## src/rtl/gpio_port_pkg.sv

```systemverilog
// Package gpio_port_pkg: shared register address encoding for the GPIO port.
// Assumes a 2-bit register address space with one reserved slot.
package gpio_port_pkg;

    typedef enum logic [1:0] {
        REG_DATA = 2'd0,
        REG_DIR  = 2'd1,
        REG_OPT  = 2'd2,
        REG_RSVD = 2'd3
    } gpio_reg_e;

endpackage

```

## src/rtl/gpio_in_sync.sv

```systemverilog
// Module gpio_in_sync: per-pin multi-flop synchronizer for raw pad levels.
// Assumes pad_in is asynchronous to clk. Output is reset to zero.
module gpio_in_sync #(
    parameter int WIDTH  = 8,
    parameter int STAGES = 2
) (
    input  logic             clk,
    input  logic             rst_n,
    input  logic [WIDTH-1:0] pad_in,
    output logic [WIDTH-1:0] lvl_out
);
    localparam int CW = $clog2(STAGES + 1);

    logic [WIDTH-1:0] stage_q [STAGES];

    generate
        for (genvar s = 0; s < STAGES; s++) begin : g_stage
            // Shift one synchronizer stage per clock.
            always_ff @(posedge clk) begin
                if (!rst_n) stage_q[s] <= '0;
                else if (s == 0) stage_q[s] <= pad_in;
                else stage_q[s] <= stage_q[(s == 0) ? 0 : s-1];
            end
        end
    endgenerate

    assign lvl_out = stage_q[STAGES-1];

    // Count cycles since reset so the latency check ignores reset-flushed stages.
    logic [CW-1:0] fill_q;
    always_ff @(posedge clk) begin
        if (!rst_n) fill_q <= '0;
        else if (fill_q != CW'(STAGES)) fill_q <= fill_q + 1'b1;
    end

    // with two stages, output equals input two edges back once filled.
    a_r11_two_edge_latency: assert property (@(posedge clk) disable iff (!rst_n)
        (STAGES == 2 && fill_q == CW'(STAGES) && $past(rst_n) && $past(rst_n, 2))
            |-> lvl_out == $past(pad_in, 2));
endmodule

```

## src/rtl/gpio_regs.sv

```systemverilog
// Module gpio_regs: data latch, direction and option registers plus read mux.
// Assumes single-cycle writes qualified by sel and wr; read is combinational.
module gpio_regs
    import gpio_port_pkg::*;
#(
    parameter int WIDTH = 8
) (
    input  logic             clk,
    input  logic             rst_n,
    input  logic             bus_sel,
    input  logic             bus_wr,
    input  logic [1:0]       bus_addr,
    input  logic [WIDTH-1:0] bus_wdata,
    input  logic [WIDTH-1:0] pin_lvl,
    output logic [WIDTH-1:0] bus_rdata,
    output logic [WIDTH-1:0] data_q,
    output logic [WIDTH-1:0] dir_q,
    output logic [WIDTH-1:0] opt_q
);
    logic wr_en;
    assign wr_en = bus_sel && bus_wr;

    // Update the register selected by a qualified write.
    always_ff @(posedge clk) begin
        if (!rst_n) begin
            data_q <= '0;
            dir_q  <= '0;
            opt_q  <= '0;
        end else if (wr_en) begin
            case (gpio_reg_e'(bus_addr))
                REG_DATA: data_q <= bus_wdata;
                REG_DIR:  dir_q  <= bus_wdata;
                REG_OPT:  opt_q  <= bus_wdata;
                default:  ;
            endcase
        end
    end

    // Select read data; the data slot returns latch for outputs, pin for inputs.
    always_comb begin
        bus_rdata = '0;
        if (bus_sel) begin
            case (gpio_reg_e'(bus_addr))
                REG_DATA: bus_rdata = (dir_q & data_q) | (~dir_q & pin_lvl);
                REG_DIR:  bus_rdata = dir_q;
                REG_OPT:  bus_rdata = opt_q;
                default:  bus_rdata = '0;
            endcase
        end
    end

    // registers are clear on the edge after reset is sampled.
    a_r1_reset_clears: assert property (@(posedge clk)
        !rst_n |=> (data_q == '0 && dir_q == '0 && opt_q == '0));

    // a direction write is held.
    a_r9_dir_written: assert property (@(posedge clk) disable iff (!rst_n)
        (wr_en && bus_addr == REG_DIR) |=> dir_q == $past(bus_wdata));

    // a reserved-slot write changes nothing.
    a_r9_rsvd_no_effect: assert property (@(posedge clk) disable iff (!rst_n)
        (wr_en && bus_addr == REG_RSVD) |=> ($stable(data_q) && $stable(dir_q) && $stable(opt_q)));

    // deselected strobes change nothing.
    a_r10_desel_no_write: assert property (@(posedge clk) disable iff (!rst_n)
        !bus_sel |=> ($stable(data_q) && $stable(dir_q) && $stable(opt_q)));
endmodule

```

## src/rtl/gpio_pin_ctrl.sv

```systemverilog
// Module gpio_pin_ctrl: per-pin pad control decode from direction and option.
// Assumes IRQ_CAP is a build-time choice of interrupt-capable pins.
module gpio_pin_ctrl #(
    parameter int              WIDTH   = 8,
    parameter logic [WIDTH-1:0] IRQ_CAP = '0
) (
    input  logic [WIDTH-1:0] data_q,
    input  logic [WIDTH-1:0] dir_q,
    input  logic [WIDTH-1:0] opt_q,
    output logic [WIDTH-1:0] pad_out,
    output logic [WIDTH-1:0] pad_oe,
    output logic [WIDTH-1:0] pull_up,
    output logic [WIDTH-1:0] irq_en
);
    generate
        for (genvar i = 0; i < WIDTH; i++) begin : g_pin
            if (IRQ_CAP[i]) begin : g_irq
                // Interrupt-capable pin: option enables the interrupt when input.
                always_comb begin
                    pad_out[i] = data_q[i];
                    pad_oe[i]  = dir_q[i];
                    pull_up[i] = 1'b0;
                    irq_en[i]  = !dir_q[i] && opt_q[i];
                end
            end else begin : g_pu
                // Plain pin: option enables the pull-up when input.
                always_comb begin
                    pad_out[i] = data_q[i];
                    pad_oe[i]  = dir_q[i];
                    pull_up[i] = !dir_q[i] && opt_q[i];
                    irq_en[i]  = 1'b0;
                end
            end
        end
    endgenerate
endmodule

```

## src/rtl/gpio_port.sv

```systemverilog
// Module gpio_port: eight-pin bidirectional GPIO port, top level.
// Assumes pad_in is asynchronous; all outputs except bus_rdata come from registers
// through fixed decode.
module gpio_port
    import gpio_port_pkg::*;
#(
    parameter int               WIDTH    = 8,
    parameter int               STAGES   = 2,
    parameter logic [WIDTH-1:0] IRQ_MASK = 8'h0F
) (
    input  logic             clk,
    input  logic             rst_n,
    input  logic             bus_sel,
    input  logic             bus_wr,
    input  logic [1:0]       bus_addr,
    input  logic [WIDTH-1:0] bus_wdata,
    output logic [WIDTH-1:0] bus_rdata,
    input  logic [WIDTH-1:0] pad_in,
    output logic [WIDTH-1:0] pad_out,
    output logic [WIDTH-1:0] pad_oe,
    output logic [WIDTH-1:0] pull_up,
    output logic [WIDTH-1:0] irq_en,
    output logic [WIDTH-1:0] pin_sync
);
    logic [WIDTH-1:0] data_q, dir_q, opt_q;

    gpio_in_sync #(.WIDTH(WIDTH), .STAGES(STAGES)) u_sync (
        .clk(clk), .rst_n(rst_n), .pad_in(pad_in), .lvl_out(pin_sync)
    );

    gpio_regs #(.WIDTH(WIDTH)) u_regs (
        .clk(clk), .rst_n(rst_n), .bus_sel(bus_sel), .bus_wr(bus_wr),
        .bus_addr(bus_addr), .bus_wdata(bus_wdata), .pin_lvl(pin_sync),
        .bus_rdata(bus_rdata), .data_q(data_q), .dir_q(dir_q), .opt_q(opt_q)
    );

    gpio_pin_ctrl #(.WIDTH(WIDTH), .IRQ_CAP(IRQ_MASK)) u_ctrl (
        .data_q(data_q), .dir_q(dir_q), .opt_q(opt_q),
        .pad_out(pad_out), .pad_oe(pad_oe), .pull_up(pull_up), .irq_en(irq_en)
    );

    // a pin never has both pull-up and interrupt enable.
    a_r7_r8_exclusive: assert property (@(posedge clk) disable iff (!rst_n)
        (pull_up & irq_en) == '0);

    // with all pins driven, a data read equals the driven value.
    a_r6_output_readback: assert property (@(posedge clk) disable iff (!rst_n)
        (bus_sel && bus_addr == REG_DATA && pad_oe == '1) |-> bus_rdata == pad_out);

    // output pins never have a pull-up or interrupt enable.
    a_r3_outputs_quiet: assert property (@(posedge clk) disable iff (!rst_n)
        ((pad_oe & (pull_up | irq_en)) == '0));
endmodule

```

## config.mk

```make
export PLATFORM = sky130hd
export DESIGN_NAME = gpio_port
export DESIGN_NICKNAME = d
export VERILOG_FILES = /design/src/rtl/gpio_port_pkg.sv /design/src/rtl/gpio_in_sync.sv /design/src/rtl/gpio_regs.sv /design/src/rtl/gpio_pin_ctrl.sv /design/src/rtl/gpio_port.sv
export SDC_FILE = /design/constraint.sdc
export NUM_CORES = 1
export LEC_CHECK = 0
export BUFFER_PORTS_ARGS = -buffer_cell sky130_fd_sc_hd__buf_2
export CORE_ASPECT_RATIO = 1.4
export CORE_MARGIN = 1
export CORE_UTILIZATION = 30
export CTS_CLUSTER_DIAMETER = 200
export DETAILED_ROUTE_END_ITERATION = 10
export GPL_TIMING_DRIVEN = 0
export MAX_ROUTING_LAYER = met4
export PLACE_DENSITY_LB_ADDON = 0.15
export SETUP_SLACK_MARGIN = 0.4
export SYNTH_ARGS = -nofsm -noshare
export SYNTH_HDL_FRONTEND = slang
export SYNTH_SLANG_ARGS = --single-unit
```

## constraint.sdc

```tcl
create_clock -name clk -period 1.8 [get_ports clk]
set_clock_uncertainty 0.1 [all_clocks]
set_input_delay 0.18 -clock clk [delete_from_list [all_inputs] [get_ports clk]]
set_output_delay 0.18 -clock clk [all_outputs]
set_load 0.02 [all_outputs]
```

* Word-level counts from Yosys, hierarchy flattened *
Memories as Yosys holds them, arrays and structs flattened.
Index checks and enable logic that the tools add are counted.

word-level totals
  register bits after elaboration = 24
  memory bits (writable) = 16
  bits of input ports = 22
  output and inout bits = 48
  logic and storage cells = 39
  memories = 1

memory list
  memory          depth  width  rd ports  clocked after memory_dff  wr ports  RTL line            RTL
  u_sync.stage_q  2      8      2         0                         2         gpio_in_sync.sv:14  logic [WIDTH-1:0] stage_q [STAGES];

operators by class
  equality and inequality tests = 2
  muxes and demuxes = 6
  bitwise operators = 6
  reduce and logical (&&, ||, !) cells = 21

operators by type and width
  kind                  number
  $mux W8               3
  $pmux W8 S3           1
  $and A8 B8 Y8         2
  $logic_and A1 B1 Y1   9
  $logic_not A1 Y1      8
  $not A8 Y8            1
  $or A8 B8 Y8          1
  $reduce_and A2 Y1     3
  $eq A2 B1 Y1 const B  1
  $eq A2 B2 Y1 const B  1
  $logic_not A2 Y1      1
  $mux W1               2
  $or A1 B1 Y1          2

* Depth between registers and ports, before layout *
  word-level depth = 5
  mapped depth = 5
  mapped depth without buffers = 3

* By module *
Synthesis repeated with hierarchy kept, for this count alone.

unflattened totals
  cells, all modules = 205
  area, all modules = 1,939.4 um^2

modules (own cells, without submodules)
  module         instances  cells an instance  area an instance (um^2)  seq. area each (um^2)
  gpio_regs      1          139                1,198.6                  480.5
  gpio_in_sync   1          33                 446.7                    320.3
  gpio_pin_ctrl  1          33                 294.0                    0.0

* Worst setup path after synthesis *
OpenSTA, ideal clock, no wires.

  path type = reg2out
  from = register u_regs.dir_q[0]
  to = output bus_rdata[0]
  arrival = 0.965 ns
  required time = 1.520 ns
  slack = 0.555 ns
  stages on the path, launching flop included = 4
  buffers on the path = 0
  cells stage by stage = dfxtp_1 > nor3b_1 > o2bb2ai_1 > and3_1

between the ends
  cells in the longest elaborated chain, start to end = 5
  elaborated cells between the ends (all ways) = 6
  classes of those cells = 2 x mux; 4 x bitwise

ends and longest elaborated chain
  what                    RTL line         RTL
  start, declared         gpio_regs.sv:17  output logic [WIDTH-1:0] dir_q,
  start signal, assigned  gpio_regs.sv:32  REG_DIR: dir_q <= bus_wdata;
  $not A8 Y8              gpio_regs.sv:44  REG_DATA: bus_rdata = (dir_q & data_q) | (~dir_q & pin_lvl);
  $and A8 B8 Y8           gpio_regs.sv:44
  $or A8 B8 Y8            gpio_regs.sv:44
  $pmux W8 S3 *           gpio_regs.sv:43  case (gpio_reg_e'(bus_addr))
  $mux W8 *               gpio_regs.sv:42  if (bus_sel) begin
  end, declared           gpio_port.sv:17  output logic [WIDTH-1:0] bus_rdata,

Every way passes the cells marked *; elsewhere a longest branch is shown, timed or not.

* Worst setup path in the final report *
  from = register u_regs.dir_q[2]
  to = output bus_rdata[2]

The elaborated chain is that of the path after synthesis.

==> flow_summary_export.csv <==
group,metric,value,unit
final_layout,drive_gt1_share,41.6,%
worst_setup_path,worstPathMaxFanout,3,
worst_setup_path,reg2reg_from,"u_regs.dir_q[7]",
yosys,synth_area,1800,sq um
route,vias,1646,
route,drtIter0Drc,43,
floorplan,io_pins,70,
pwr,clock_power_share,33.1,%
floorplan,num_rows,33,
clock_tree,cts.clk_slew.worst_paths,80,ps
timing,tightest_slew,511,ps
floorplan,die_w,67.5,um
timing,report.final.setup_viol,0,
clock_tree,h-tree-depth,2,
route,routedWlPerCell,13.3,um
yosys,synth_top_cell_by_area,"dfxtp_1",
yosys,yosysWarnings,0,
worst_setup_path,cp-start-kind,"flop",
pwr,p_seq_share,51.2,%
timing,fin_tns_setup,0,ps
pwr,p_int,1.33,mW
yosys,synthSimpleGateAreaFrac,29.3,%
yosys,yosysSeqAreaShare,44.4,%
flow_run,drv_cap,0,
floorplan,core-area,5820,sq um
yosys,syn_area_per_cell,9.21,sq um
yosys,synth_top_family_by_area,"simple AND/OR/NAND/NOR gates",
clock_tree,cts_tree,"yes",
worst_setup_path,worstPathRequired,1520,ps
yosys,synth_top_area_share,44.4,%
worst_setup_path,crit_type,"reg2out",
yosys,synthAdderAreaFrac,0,%
yosys,synth_xor_area_share,0,%
route,drc,0,
final_layout,fin_nets,317,
yosys,yosysUniqueCellTypes,19,
global_routing,grt_pass1_vias,1548,
timing,fin_hold_ws,44.5,ps
pwr,power_density,684,nW/um^2
timing,slew_headroom,65.9,%
final_layout,n_antenna_cell,0,
clock_tree,clock_sinks,40,
pwr,p_switching,0.486,mW
yosys,netlist_top_cells_area,"dfxtp_1 (44%), a21boi_0 (6.7%), nand2_1 (6.7%)",
final_layout,instances_no_fill,366,
worst_setup_path,crit_path_end_kind,"primary output",
final_layout,layout_common_cells,"buf_2 (54), nand2_1 (32), dfxtp_1 (30)",
yosys,synth-seq-cells,40,
pwr,peakVddDrop,0.356,mV
route,wirelength,4880,um
route,drt_pre_antenna_iters,6,
worst_setup_path,cp.arrival,1230,ps
pwr,netSwitchingFraction,26.8,%
worst_setup_path,worstSetupStartpoint,"u_regs.dir_q[2]",
yosys,synth_compound_area_share,13.9,%
floorplan,die_area,6330,sq um
placed_design,dp.cells,333,
run_status,status,"finished, final reports clean",
global_routing,antenna_found_initial,0,
clock_tree,clockRootBuffer,"clkbuf_8",
global_routing,grt_max_degree,14,
yosys,muxShareOfSynthArea,4.44,%
timing,finalCritPeriodShare,84.0,%
route,drtAntennaViolNets,0,
route,via_per_inst,4.50,
clock_tree,clk_latency,290,ps
min_path,min-delay-start,"bus_wdata[4]",
clock_tree,cts_buffers,5,
pwr,power_leakage,1.23,nW
timing,min_period,1510,ps
global_routing,grt_usage,17.0,%
floorplan,fp.dieH,93.8,um
final_layout,area_growth_syn_to_layout,46.9,%
final_layout,final_common_cell,"buf_2",
clock_tree,cts_max_path_buffers,2,
pwr,p_comb_share,15.7,%
global_routing,overflow,0,
timing,drv_slew,0,
yosys,netlist_instances,196,
placed_design,dp.final_hpwl,3440,um
timing,fmax,0.662,GHz
placed_design,io_buffers,60,
timing,rsz0062_at_grt,"yes",
floorplan,initial_core_util,31.0,%
placed_design,gp_congestion,0.788,
min_path,holdCritPathClass,"in2reg",
global_routing,grt_pass1_wl,7570,um
timing,hold_viol_final,0,
## registers in the layout (all words and copies together) (netlist names)
| register | count |
|---|---|
| u_regs.dir_q | 8 |
| u_sync.stage_q | 16 |
| u_regs.opt_q | 8 |
| u_regs.data_q | 8 |
## through the flow
step           util (%)  worst slack, ps  power (mW)  instance area, sq um
2_1_floorplan         -              555        1.10                  1830
3_5_place_dp       38.1              257        1.19                  2220
6_report           45.5              289        1.81                  2650
4_1_cts            44.1              286        1.81                  2570
3_3_place_gp       38.1              261        1.18                  2220
5_1_grt            45.5              222        1.90                  2650
## kinds of logic after synthesis
logic type,count (synthesis)
flip-flops,40
other,1
multiplexers,8
buffers and inverters,21
AND/OR/NAND/NOR,94
AO/OA/AOI/OAI,32
## timing repair
action                                  4_1_cts  5_1_grt
pin swaps                                     8        7
endpoints found under the setup margin        8        9
hold buffers                                  8        0
hold endpoints to repair                      8        0
buffers inserted                             11        6
gates resized for setup                      33       10
gates cloned                                  0        0
## worst max-delay path, stage by stage, from the launching register on
cell	delay [ps]
dfxtp_2	330
nor3b_2	150
o2bb2ai_1	120
and3_1	210
buf_6	130
## power by group through the flow
stage | logic, mW | clock network [mW] | registers, mW
3_3_place_gp | 0.235 | 0 | 0.950
2_1_floorplan | 0.137 | 0 | 0.963
6_report | 0.284 | 0.600 | 0.929
4_1_cts | 0.272 | 0.612 | 0.929
3_5_place_dp | 0.238 | 0 | 0.950
5_1_grt | 0.309 | 0.659 | 0.933
## area by class of cell
cell class,instances,area (sq um)
clock buffer,6,72.6
sequential,40,813
tap,70,87.6
clock inverter,2,16.3
multi-input combinational,142,938
buffer,21,159
timing repair buffer,85,564
fill,587,3170
## synthesized netlist by cell type
master,n
a21boi_0,16
conb_1,1
nand2_1,32
and2_1,16
and4bb_2,1
nor3b_1,8
clkbuf_1,4
o2bb2ai_1,8
dfxtp_1,40
buf_2,4
mux2i_1,8
buf_6,2
nand4b_2,2
and4b_1,2
buf_4,11
and3_1,8
nor2_1,8
nor2b_1,17
o21bai_1,8
## worst paths after layout
kind                          endpoint  slack, ps  depth (start not counted)
setup / recovery          bus_rdata[2]        290                          4
hold / removal         u_regs.dir_q[4]         40                          3
setup reg to reg       u_regs.dir_q[7]        880                          4
hold reg to reg   u_sync.stage_q[1][0]        340                          1
## metal layers
metal,track usage [%],wire length [um]
met4,7.80,138
met5,-,0
met1,17.7,1900
met2,29.4,2620
met3,3.76,222
No activity file was read; power rests on OpenSTA's default activity.
